[src/rtl/phase_pkg.sv]
package phase_pkg;
  localparam int INSTR_W = 16;
  localparam int FIELD_W = 4;
  localparam int PHASE_W = 2;

  typedef logic [PHASE_W-1:0] phase_t;

  localparam phase_t PH_GROUND = 2'd0;
  localparam phase_t PH_RUN    = 2'd2;
  localparam phase_t PH_KERNEL = 2'd3;

  typedef enum logic [FIELD_W-1:0] {
    OP_LOAD  = 4'h0,
    OP_STORE = 4'h1,
    OP_COMP  = 4'h2,
    OP_JMP   = 4'h3,
    OP_JMPZ  = 4'h4,
    OP_HALT  = 4'h5,
    OP_NOP   = 4'h6,
    OP_SYS   = 4'h7
  } opcode_e;

  typedef struct packed {
    logic [FIELD_W-1:0] op;
    logic [FIELD_W-1:0] rd;
    logic [FIELD_W-1:0] rs1;
    logic [FIELD_W-1:0] rs2;
  } instr_t;

  typedef enum logic [1:0] {
    ST_FETCH   = 2'd0,
    ST_EXEC    = 2'd1,
    ST_SYSWAIT = 2'd2,
    ST_HALT    = 2'd3
  } core_state_e;
endpackage

[src/rtl/phase_compose.sv]
module phase_compose
  import phase_pkg::*;
(
  input  phase_t a,
  input  phase_t b,
  output phase_t y
);
  // Compose: addition modulo the number of phase states (wraps in PHASE_W bits).
  assign y = phase_t'(a + b);

  always_comb begin
    assert (y == phase_t'((int'(a) + int'(b)) % 4))
      else $error("compose result out of ring (R4)");
  end
endmodule

[src/rtl/phase_regfile.sv]
module phase_regfile
  import phase_pkg::*;
#(
  parameter int NREG = 16,
  localparam int RA_W = $clog2(NREG)
) (
  input  logic            clk,
  input  logic            rst,
  input  logic            we,
  input  logic [RA_W-1:0] waddr,
  input  phase_t          wdata,
  input  logic [RA_W-1:0] ra_a,
  input  logic [RA_W-1:0] ra_b,
  input  logic [RA_W-1:0] ra_c,
  output phase_t          rd_a,
  output phase_t          rd_b,
  output phase_t          rd_c
);
  phase_t regs [NREG];

  always_ff @(posedge clk) begin
    if (rst) begin
      for (int i = 0; i < NREG; i++) regs[i] <= PH_GROUND;
    end else if (we) begin
      regs[waddr] <= wdata;
    end
  end

  assign rd_a = regs[ra_a];
  assign rd_b = regs[ra_b];
  assign rd_c = regs[ra_c];

  // a write is visible on the next cycle
  p_write_lands_r3: assert property (@(posedge clk) disable iff (rst)
    we |=> regs[$past(waddr)] == $past(wdata));
endmodule

[src/rtl/phase_core.sv]
module phase_core
  import phase_pkg::*;
#(
  parameter int ADDR_W = 8,
  parameter int NREG   = 16,
  localparam int RA_W  = $clog2(NREG),
  localparam int ID_W  = 2 * FIELD_W
) (
  input  logic              clk,
  input  logic              rst,
  output logic [ADDR_W-1:0] imem_addr,
  input  logic [INSTR_W-1:0] imem_rdata,
  output logic              dmem_we,
  output logic [ADDR_W-1:0] dmem_addr,
  output logic [PHASE_W-1:0] dmem_wdata,
  input  logic              kernel_resume,
  output logic              sys_valid,
  output logic [ID_W-1:0]   sys_id,
  output logic              halted,
  output logic [PHASE_W-1:0] core_phase
);
  core_state_e       state;
  logic [ADDR_W-1:0] pc;
  instr_t            ir;
  opcode_e           op;
  logic [ADDR_W-1:0] target;
  phase_t            val_a, val_b, val_c, comp_y, wr_val;
  logic              rf_we;

  assign ir        = instr_t'(imem_rdata);
  assign op        = opcode_e'(ir.op);
  assign target    = ADDR_W'({ir.rs1, ir.rs2});
  assign imem_addr = pc;

  phase_regfile #(.NREG(NREG)) u_rf (
    .clk   (clk),
    .rst   (rst),
    .we    (rf_we),
    .waddr (ir.rd[RA_W-1:0]),
    .wdata (wr_val),
    .ra_a  (ir.rs1[RA_W-1:0]),
    .ra_b  (ir.rs2[RA_W-1:0]),
    .ra_c  (ir.rd[RA_W-1:0]),
    .rd_a  (val_a),
    .rd_b  (val_b),
    .rd_c  (val_c)
  );

  phase_compose u_alu (
    .a (val_a),
    .b (val_b),
    .y (comp_y)
  );

  always_comb begin
    rf_we  = (state == ST_EXEC) && (op == OP_LOAD || op == OP_COMP);
    wr_val = (op == OP_LOAD) ? phase_t'(ir.rs2[PHASE_W-1:0]) : comp_y;
  end

  always_ff @(posedge clk) begin
    if (rst) begin
      state      <= ST_FETCH;
      pc         <= '0;
      dmem_we    <= 1'b0;
      dmem_addr  <= '0;
      dmem_wdata <= '0;
      sys_valid  <= 1'b0;
      sys_id     <= '0;
      halted     <= 1'b0;
      core_phase <= PH_RUN;
    end else begin
      dmem_we   <= 1'b0;
      sys_valid <= 1'b0;
      unique case (state)
        ST_FETCH: state <= ST_EXEC;
        ST_EXEC: begin
          state <= ST_FETCH;
          pc    <= pc + ADDR_W'(1);
          case (op)
            OP_STORE: begin
              dmem_we    <= 1'b1;
              dmem_addr  <= target;
              dmem_wdata <= val_c;
            end
            OP_JMP:  pc <= target;
            OP_JMPZ: if (val_c == PH_GROUND) pc <= target;
            OP_HALT: begin
              pc         <= pc;
              halted     <= 1'b1;
              state      <= ST_HALT;
              core_phase <= PH_KERNEL;
            end
            OP_SYS: begin
              sys_valid  <= 1'b1;
              sys_id     <= {ir.rs1, ir.rs2};
              state      <= ST_SYSWAIT;
              core_phase <= PH_KERNEL;
            end
            default: ;
          endcase
        end
        ST_SYSWAIT: begin
          if (kernel_resume) begin
            state      <= ST_FETCH;
            core_phase <= PH_RUN;
          end
        end
        ST_HALT: ;
        default: state <= ST_FETCH;
      endcase
    end
  end

  p_halt_sticky_r8: assert property (@(posedge clk) disable iff (rst)
    halted |=> halted && $stable(imem_addr) && !dmem_we);

  p_halt_kernel_r8: assert property (@(posedge clk) disable iff (rst)
    halted |-> core_phase == PH_KERNEL);

  p_sys_strobe_r10: assert property (@(posedge clk) disable iff (rst)
    sys_valid |=> !sys_valid);

  p_sys_kernel_r10: assert property (@(posedge clk) disable iff (rst)
    sys_valid |-> core_phase == PH_KERNEL);

  p_stall_holds_pc_r10: assert property (@(posedge clk) disable iff (rst)
    (state == ST_SYSWAIT) |=> $stable(imem_addr));

  p_store_pulse_r5: assert property (@(posedge clk) disable iff (rst)
    dmem_we |=> !dmem_we);

  p_fetch_no_store_r2: assert property (@(posedge clk) disable iff (rst)
    (state == ST_FETCH) |=> !dmem_we && !sys_valid);
endmodule

[config.mk]
export PLATFORM = sky130hd
export DESIGN_NAME = phase_core
export DESIGN_NICKNAME = d
export VERILOG_FILES = /design/src/rtl/phase_pkg.sv /design/src/rtl/phase_compose.sv /design/src/rtl/phase_regfile.sv /design/src/rtl/phase_core.sv
export SDC_FILE = /design/constraint.sdc
export NUM_CORES = 1
export LEC_CHECK = 0
export ABC_AREA = 1
export BUFFER_PORTS_ARGS = -buffer_cell sky130_fd_sc_hd__buf_2
export CAP_MARGIN = 20
export CORE_ASPECT_RATIO = 0.5
export CORE_MARGIN = 10
export CORE_UTILIZATION = 63
export DETAILED_ROUTE_END_ITERATION = 10
export PLACE_DENSITY = 0.86
export SETUP_SLACK_MARGIN = 0.2
export SKIP_LAST_GASP = 1
export SYNTH_ARGS = -nofsm -noshare
export SYNTH_HDL_FRONTEND = slang
export SYNTH_SLANG_ARGS = --single-unit
[constraint.sdc]
create_clock -name clk -period 4.4 [get_ports clk]
set_clock_uncertainty 0.1 [all_clocks]
set_input_delay 0.44 -clock clk [delete_from_list [all_inputs] [get_ports clk]]
set_output_delay 0.44 -clock clk [all_outputs]
set_load 0.1 [all_outputs]
==> flow_summary.ini, run 1 <==
[clocking]
path_clk_slew_ns = 0.05
cts_sinks = 64
post_cts_buffers = 0
cts_hold_buf = 0
clock_latency_ns = 0.34
cts-resized-gates = 0
cts_buffer_depth = 2
cts-root-buf = clkbuf_16
cts_max_level = 3
cts_made_buffers = 9
cts_tree = done

[die]
core_um2 = 6060
rows = 20
dieArea_um2 = 9970
ios = 50
die_y_um = 75.8
chipWidth_um = 132
initial_core_util_pct = 64.7

[timing]
fmaxAchievable_mhz = 398
setup_tns_ns = 0
rsz0062_at_grt = false
worst_slew_pin_slew_ns = 0.958
drv_slew = 0
min_period_over_period_pct = 57.1
setup_viol = 0
slew_headroom_pct = 35.8
period_needed_ns = 2.51
hold_viol = 0

[synth]
synth_common_cells = 99 x nand2_1, 56 x o21ai_0, 50 x nor2_1, 48 x nand3_1, 46 x inv_1
synthesis.nets = 544
syn_inst = 520
synth_edf_count = 32
synth_top_area_share_pct = 24.5
yosysWarnings = 0
ys_async_sr_fraction_pct = 0
synth.largest_area_cell = edfxtp_1
ys_seq_elements = 64
synth_cell_types = 40
synth_area_leaders = edfxtp_1 25%, dfxtp_1 16%, nand2_1 9.5%
ys.flop_type = edfxtp_1
seq_area_frac_synth_pct = 40.9
synth.most_common_cell = nand2_1
syn_avg_cell_area_um2 = 7.54
syn_area_um2 = 3920

[setup_path]
crit_type = in -> reg
crit_arrival_ns = 2.57
endpoint_kind = flop
cp_max_fo = 29
start_kind = input port
path_cells = buf_2 -> inv_1 -> o21ai_0 -> o21ai_0 -> o221ai_1 -> nand2_1 -> ha_1 -> inv_1 -> nand3_2 -> nand3_2 -> nand3_4 -> a21oi_1
cpPeakStageDelay_ns = 0.35
worst_path_max_delay_cell = buf_2
worstPathRequired_ns = 4.46

[global_route]
grt_pass1_vias = 3567
grt_max_degree = 41
grt_overflow = 0
antenna_found_initial = 0
track_usage_pct = 22.4
grt_pass1_wl_um = 17700

[finish]
area_growth_syn_to_layout_pct = 15.3
fin_util_pct = 74.6
fillers = 473
multiInputGateArea_um2 = 1980
final_net_count = 585
regArea_um2 = 1600
n_antenna_cell = 0
drive_above_1_share_pct = 19.8

[placement]
gp_congestion = 0.987
dp_hpwl_um = 7510
place.port_buffers = 48

[drt]
drtPass1Iterations = 5
num_vias = 3979
drc_errors = 0
ant_nets = 0
wl_um = 11000
drtIter0Drc = 542
wl_per_cell_um = 16.8
vias_per_cell = 6.08

[hold_path]
hp-class = in -> reg

[pwr]
ir_worst_vdd_mv = 0.263
power.density_nw_per_um2 = 399
p_leak_nw = 1.98

[run_status]
outcome = finished clean

[flow_run]
max-cap-violations = 0
## worst max-delay path: cells and delay by family
kind / cells / cell delay (ns)
AND/OR/NAND/NOR: 4 / 0.53
buffers and inverters: 3 / 0.66
AO/OA/AOI/OAI: 4 / 0.72
adder cells (fa/ha/maj): 1 / 0.20
## metal layers
metal	wire (µm)	track usage, %	up-vias
met5	0	0	-
met4	191	9.18	0
met3	1220	6.38	25
met2	4980	36.4	248
met1	4620	28.0	1844
li1	-	-	1862
## state kept, by name, indices dropped and copies added (netlist names)
signal / flops
state: 2
sys_valid: 1
dmem_addr: 8
dmem_we: 1
halted: 1
u_rf.regs: 32
core_phase: 1
imem_addr: 8
sys_id: 8
dmem_wdata: 2
## path summary, 6_finish.rpt
check / startpoint / endpoint / slack (ns) / cells past startpoint
worst min-delay path: rst / sys_valid$_SDFF_PP0_ / 0.28 / 2
worst max register to register: state[0]$_SDFFE_PP0P_ / u_rf.regs[8][0]$_SDFFCE_PN0P_ / 1.99 / 8
worst max-delay path: imem_rdata[4] / u_rf.regs[3][1]$_SDFFCE_PN0P_ / 1.89 / 12
worst min register to register: halted$_SDFFE_PP0P_ / halted$_SDFFE_PP0P_ / 0.36 / 1
## through the flow
step                      instances  power, W  hold WS, ns  instance area (µm²)  setup WS, ns
final                           654   0.00180        0.278                 4520          1.89
after floorplan                 520  0.000940        0.418                 3920          1.89
after global placement          638   0.00101        0.344                 4170          1.69
after CTS                       654   0.00180        0.262                 4520          1.93
after detailed placement        638   0.00101        0.354                 4170          1.60
after global routing            654   0.00187        0.285                 4520          1.68
## cell type report
| type | count | share of cell area (%) |
|---|---|---|
| Inverter | 55 | 4.57 |
| Clock buffer | 13 | 6.70 |
| Multi-Input combinational cell | 379 | 43.9 |
| Sequential cell | 64 | 35.5 |
| Timing Repair Buffer | 52 | 5.98 |
| Tap cell | 88 | 2.44 |
| Clock inverter | 3 | 0.942 |
## placed cells by master, fill, tap and decap left out, types with 2 or more instances in the layout
cell,synthesis,layout
clkinv_1,4,4
o21ai_1,2,2
or2_2,2,2
a21oi_2,19,19
inv_1,46,46
inv_2,5,5
nand2_1,99,99
buf_4,1,4
a21oi_1,42,42
o22ai_1,6,6
clkbuf_16,0,11
nor3_1,4,3
clkbuf_8,0,2
nor2_2,2,2
xnor2_1,2,2
o221ai_1,5,5
o21ai_0,56,56
edfxtp_1,32,32
xor2_1,3,3
o211ai_1,6,6
nor2_1,50,50
a221oi_1,2,2
nand4_1,4,4
nand3_2,4,4
nor4_1,2,2
nand2_2,5,5
buf_2,7,48
nor3_2,1,2
dfxtp_1,32,32
ha_1,5,5
nand3_1,48,48
nor2_4,2,2
## kinds of logic (layout without fill, tap and decap cells)
group	count (synthesis)	after routing	synth area share [%]
AO/OA/AOI/OAI	140	140	21.1
XOR/XNOR	5	5	1.12
adder cells (fa/ha/maj)	5	5	1.60
buffers and inverters	77	123	8.65
flip-flops	64	64	40.9
other	1	1	0.0957
AND/OR/NAND/NOR	228	228	26.6
## report_power, final
| group | leakage, nW | internal, W | total [W] | switching [W] |
|---|---|---|---|---|
| Sequential | 0.591 | 0.000648 | 0.000670 | 0.0000217 |
| Combinational | 1.22 | 0.0000782 | 0.000339 | 0.000261 |
| Clock | 0.168 | 0.000537 | 0.000793 | 0.000256 |
No activity file was read; power rests on OpenSTA's default activity.
==> run 2: changes to the inputs <==
--- a/config.mk
+++ b/config.mk
@@ -5,14 +5,14 @@
 export SDC_FILE = /design/constraint.sdc
 export NUM_CORES = 1
 export LEC_CHECK = 0
-export ABC_AREA = 1
+export ABC_AREA = 0
 export BUFFER_PORTS_ARGS = -buffer_cell sky130_fd_sc_hd__buf_2
 export CAP_MARGIN = 20
 export CORE_ASPECT_RATIO = 0.5
 export CORE_MARGIN = 10
-export CORE_UTILIZATION = 63
+export CORE_UTILIZATION = 58
 export DETAILED_ROUTE_END_ITERATION = 10
-export PLACE_DENSITY = 0.86
+export PLACE_DENSITY = 0.8
 export SETUP_SLACK_MARGIN = 0.2
 export SKIP_LAST_GASP = 1
 export SYNTH_ARGS = -nofsm -noshare
==> constraint.sdc (replaced) <==
create_clock -name clk -period 2.65 [get_ports clk]
set_clock_uncertainty 0.1 [all_clocks]
set_input_delay 0.265 -clock clk [delete_from_list [all_inputs] [get_ports clk]]
set_output_delay 0.265 -clock clk [all_outputs]
set_load 0.1 [all_outputs]
==> run 2 against run 1 <==
Net effect:
- via count shrank 24%
- non-clock buffer count up 9
- first-iteration DRC count down 30%
- critical endpoint is now u_rf.regs[1][1]$_SDFFCE_PN0P_
==> flow_summary.ini, run 2 <==
[run_status]
outcome = finished clean

[timing]
min_period_over_period_pct = 98.0
worst_slew_pin_slew_ns = 0.568
hold_viol = 0
period_needed_ns = 2.60
setup_viol = 0
rsz0062_at_grt = true
slew_headroom_pct = 62.0
fmaxAchievable_mhz = 385
drv_slew = 0
setup_tns_ns = 0

[setup_path]
worst-r2r-cell-count = 6
cp_max_fo = 8
crit_arrival_ns = 2.68
crit_path_start = u_rf.regs[14][0]$_SDFFCE_PN0P_
crit_type = reg -> reg
worstPathRequired_ns = 2.74
r2r_end = u_rf.regs[1][1]$_SDFFCE_PN0P_
ff2ff_setup_slack_ns = 0.05
rr_startpoint = u_rf.regs[14][0]$_SDFFCE_PN0P_
start_kind = flop
endpoint_kind = flop

[pwr]
p_total_w = 0.00288
p_sw_w = 0.000807
clkPwrFrac_pct = 43.3
power.share.switching_pct = 28.0
power.density_nw_per_um2 = 642
seqPwrFrac_pct = 38.3
comb_power_share_pct = 18.4
p_leak_nw = 1.94
ir_worst_vdd_mv = 0.389
internal_power_w = 0.00208

[clocking]
cts_max_level = 3
clock_latency_ns = 0.33
cts_sinks = 64
path_clk_slew_ns = 0.06
cts_made_buffers = 9
cts-root-buf = clkbuf_16
cts_tree = done
cts_buffer_depth = 2

[finish]
regArea_um2 = 1600
drive_above_1_share_pct = 30.9
largest_reg_flops = 32
largest_register = u_rf.regs
area_growth_syn_to_layout_pct = 17.2
layout_common_cells = 54 x nor2_1, 48 x buf_2, 35 x mux2i_1
fillers = 409
multiInputGateArea_um2 = 2080
final_common_cell = nor2_1
n_antenna_cell = 0
final_net_count = 414

[die]
rows = 20
die_y_um = 77.5
ios = 50
initial_core_util_pct = 61.5
dieArea_um2 = 10500
core_um2 = 6230
chipWidth_um = 135

[global_route]
antenna_found_initial = 0
gr-usage-met2_pct = 33.3
grt_max_degree = 54
grt_pass1_wl_um = 16600
gr-max-usage-layer = met2
grt_pass1_vias = 3093
grt_overflow = 0
use_met1_pct = 22.7
track_usage_pct = 20.0
grt.met3_usage_pct = 7.01

[hold_path]
worstHoldStart = kernel_resume
hold_depth = 4
worstHoldEndpoint = core_phase[0]$_SDFFE_PP0P_
hp-class = in -> reg

[synth]
synth_cell_types = 49
synthesis.nets = 369
synth.most_common_cell = nor2_1
synth_area_leaders = edfxtp_1 25%, dfxtp_1 17%, mux2i_1 9.4%
ys_seq_elements = 64
ys.flop_type = edfxtp_1
synth.largest_area_cell = edfxtp_1
synthAdderAreaFrac_pct = 1.63
seq_area_frac_synth_pct = 41.8
syn_inst = 345
synthMuxAreaShare_pct = 24.7
synth_xor_area_share_pct = 0.588
syn_avg_cell_area_um2 = 11.1
ys_async_sr_fraction_pct = 0
yosysWarnings = 0
yosys.area_share.simple_pct = 20.4
synth_top_area_share_pct = 25.1
synth_common_cells = 57 x nor2_1, 36 x mux2i_1, 32 x dfxtp_1, 32 x edfxtp_1, 24 x nand2_1
synth_compound_area_share_pct = 5.16
syn_area_um2 = 3830
synth_edf_count = 32
synth_top_family_by_area = multiplexers

[drt]
wl_per_cell_um = 21.4
num_vias = 3039
drtIter0Drc = 380
vias_per_cell = 6.29
ant_nets = 0
drtPass1Iterations = 5
wl_um = 10300
drc_errors = 0

[flow_run]
max-cap-violations = 0

[placement]
gp_congestion = 0.902
place.port_buffers = 48
dp_hpwl_um = 7020
-- run 2: routing by layer --
layer | share of wire (%) | vias to the layer above | wire length, µm
met2 | 49 | 152 | 5080
met4 | 3.3 | 0 | 342
li1 | - | 1358 | -
met3 | 8.4 | 39 | 871
met5 | 0 | - | 0
met1 | 39 | 1490 | 4020
-- run 2: critical path, cell delays in order (launching register included) --
cell      delay [ns]
edfxtp_1        0.46
mux4_2          0.50
mux4_2          0.52
ha_4            0.18
xnor3_2         0.27
a21o_4          0.31
nor2_4          0.12
-- run 2: cell type report --
cell class                 instances  area share, %
clock buffer                      12           6.05
tap                               88           2.45
clock inverter                     4           1.09
inverter                           5          0.418
multi-input combinational        249           46.4
sequential                        64           35.7
timing repair buffer              61           7.81
-- run 2: timing repair --
item | 4_1_cts | 5_1_grt
pin swaps | 1 | 4
hold buffers | 0 | 0
setup endpoints to repair | 32 | 37
setup buffers | 0 | 0
resized for setup | 2 | 10
cloned | 1 | 0
-- run 2: power by group through the flow --
stage	registers (W)	logic [W]	clock network, W
after floorplan	0.00120	0.000319	0
final	0.00110	0.000531	0.00125
after global routing	0.00111	0.000556	0.00131
after detailed placement	0.00112	0.000487	0
after CTS	0.00110	0.000512	0.00125
after global placement	0.00112	0.000474	0
-- run 2: per-stage QoR --
| stage | setup slack [ns] | std cells | instance area (µm²) | hold WS (ns) | util [%] |
|---|---|---|---|---|---|
| CTS | 0.0914 | 483 | 4450 | 0.146 | 71.5 |
| detailed placement | 0.000199 | 466 | 4120 | 0.365 | 66.1 |
| global placement | 0.0678 | 466 | 4120 | 0.346 | 66.1 |
| floorplan | 0.203 | 345 | 3870 | 0.309 | - |
| finish | 0.0520 | 483 | 4490 | 0.145 | 72.0 |
| global route | 0.0160 | 483 | 4490 | 0.167 | 72.0 |
-- run 2: worst max-delay path by stage --
stage                                           to  slack, ns  depth (start not counted)
finish               u_rf.regs[1][1]$_SDFFCE_PN0P_       0.05                          6
global route         u_rf.regs[1][1]$_SDFFCE_PN0P_       0.02                          6
CTS                  u_rf.regs[1][1]$_SDFFCE_PN0P_       0.09                          6
detailed placement   u_rf.regs[3][1]$_SDFFCE_PN0P_     0.0002                          7
global placement     u_rf.regs[0][1]$_SDFFCE_PN0P_       0.07                          7
floorplan           u_rf.regs[15][1]$_SDFFCE_PN0P_       0.20                          8
-- run 2: cell families after synthesis --
family                   after synthesis
buffers and inverters                 33
XOR/XNOR                               1
AO/OA/AOI/OAI                         26
AND/OR/NAND/NOR                      154
flip-flops                            64
multiplexers                          61
adder cells (fa/ha/maj)                5
other                                  1
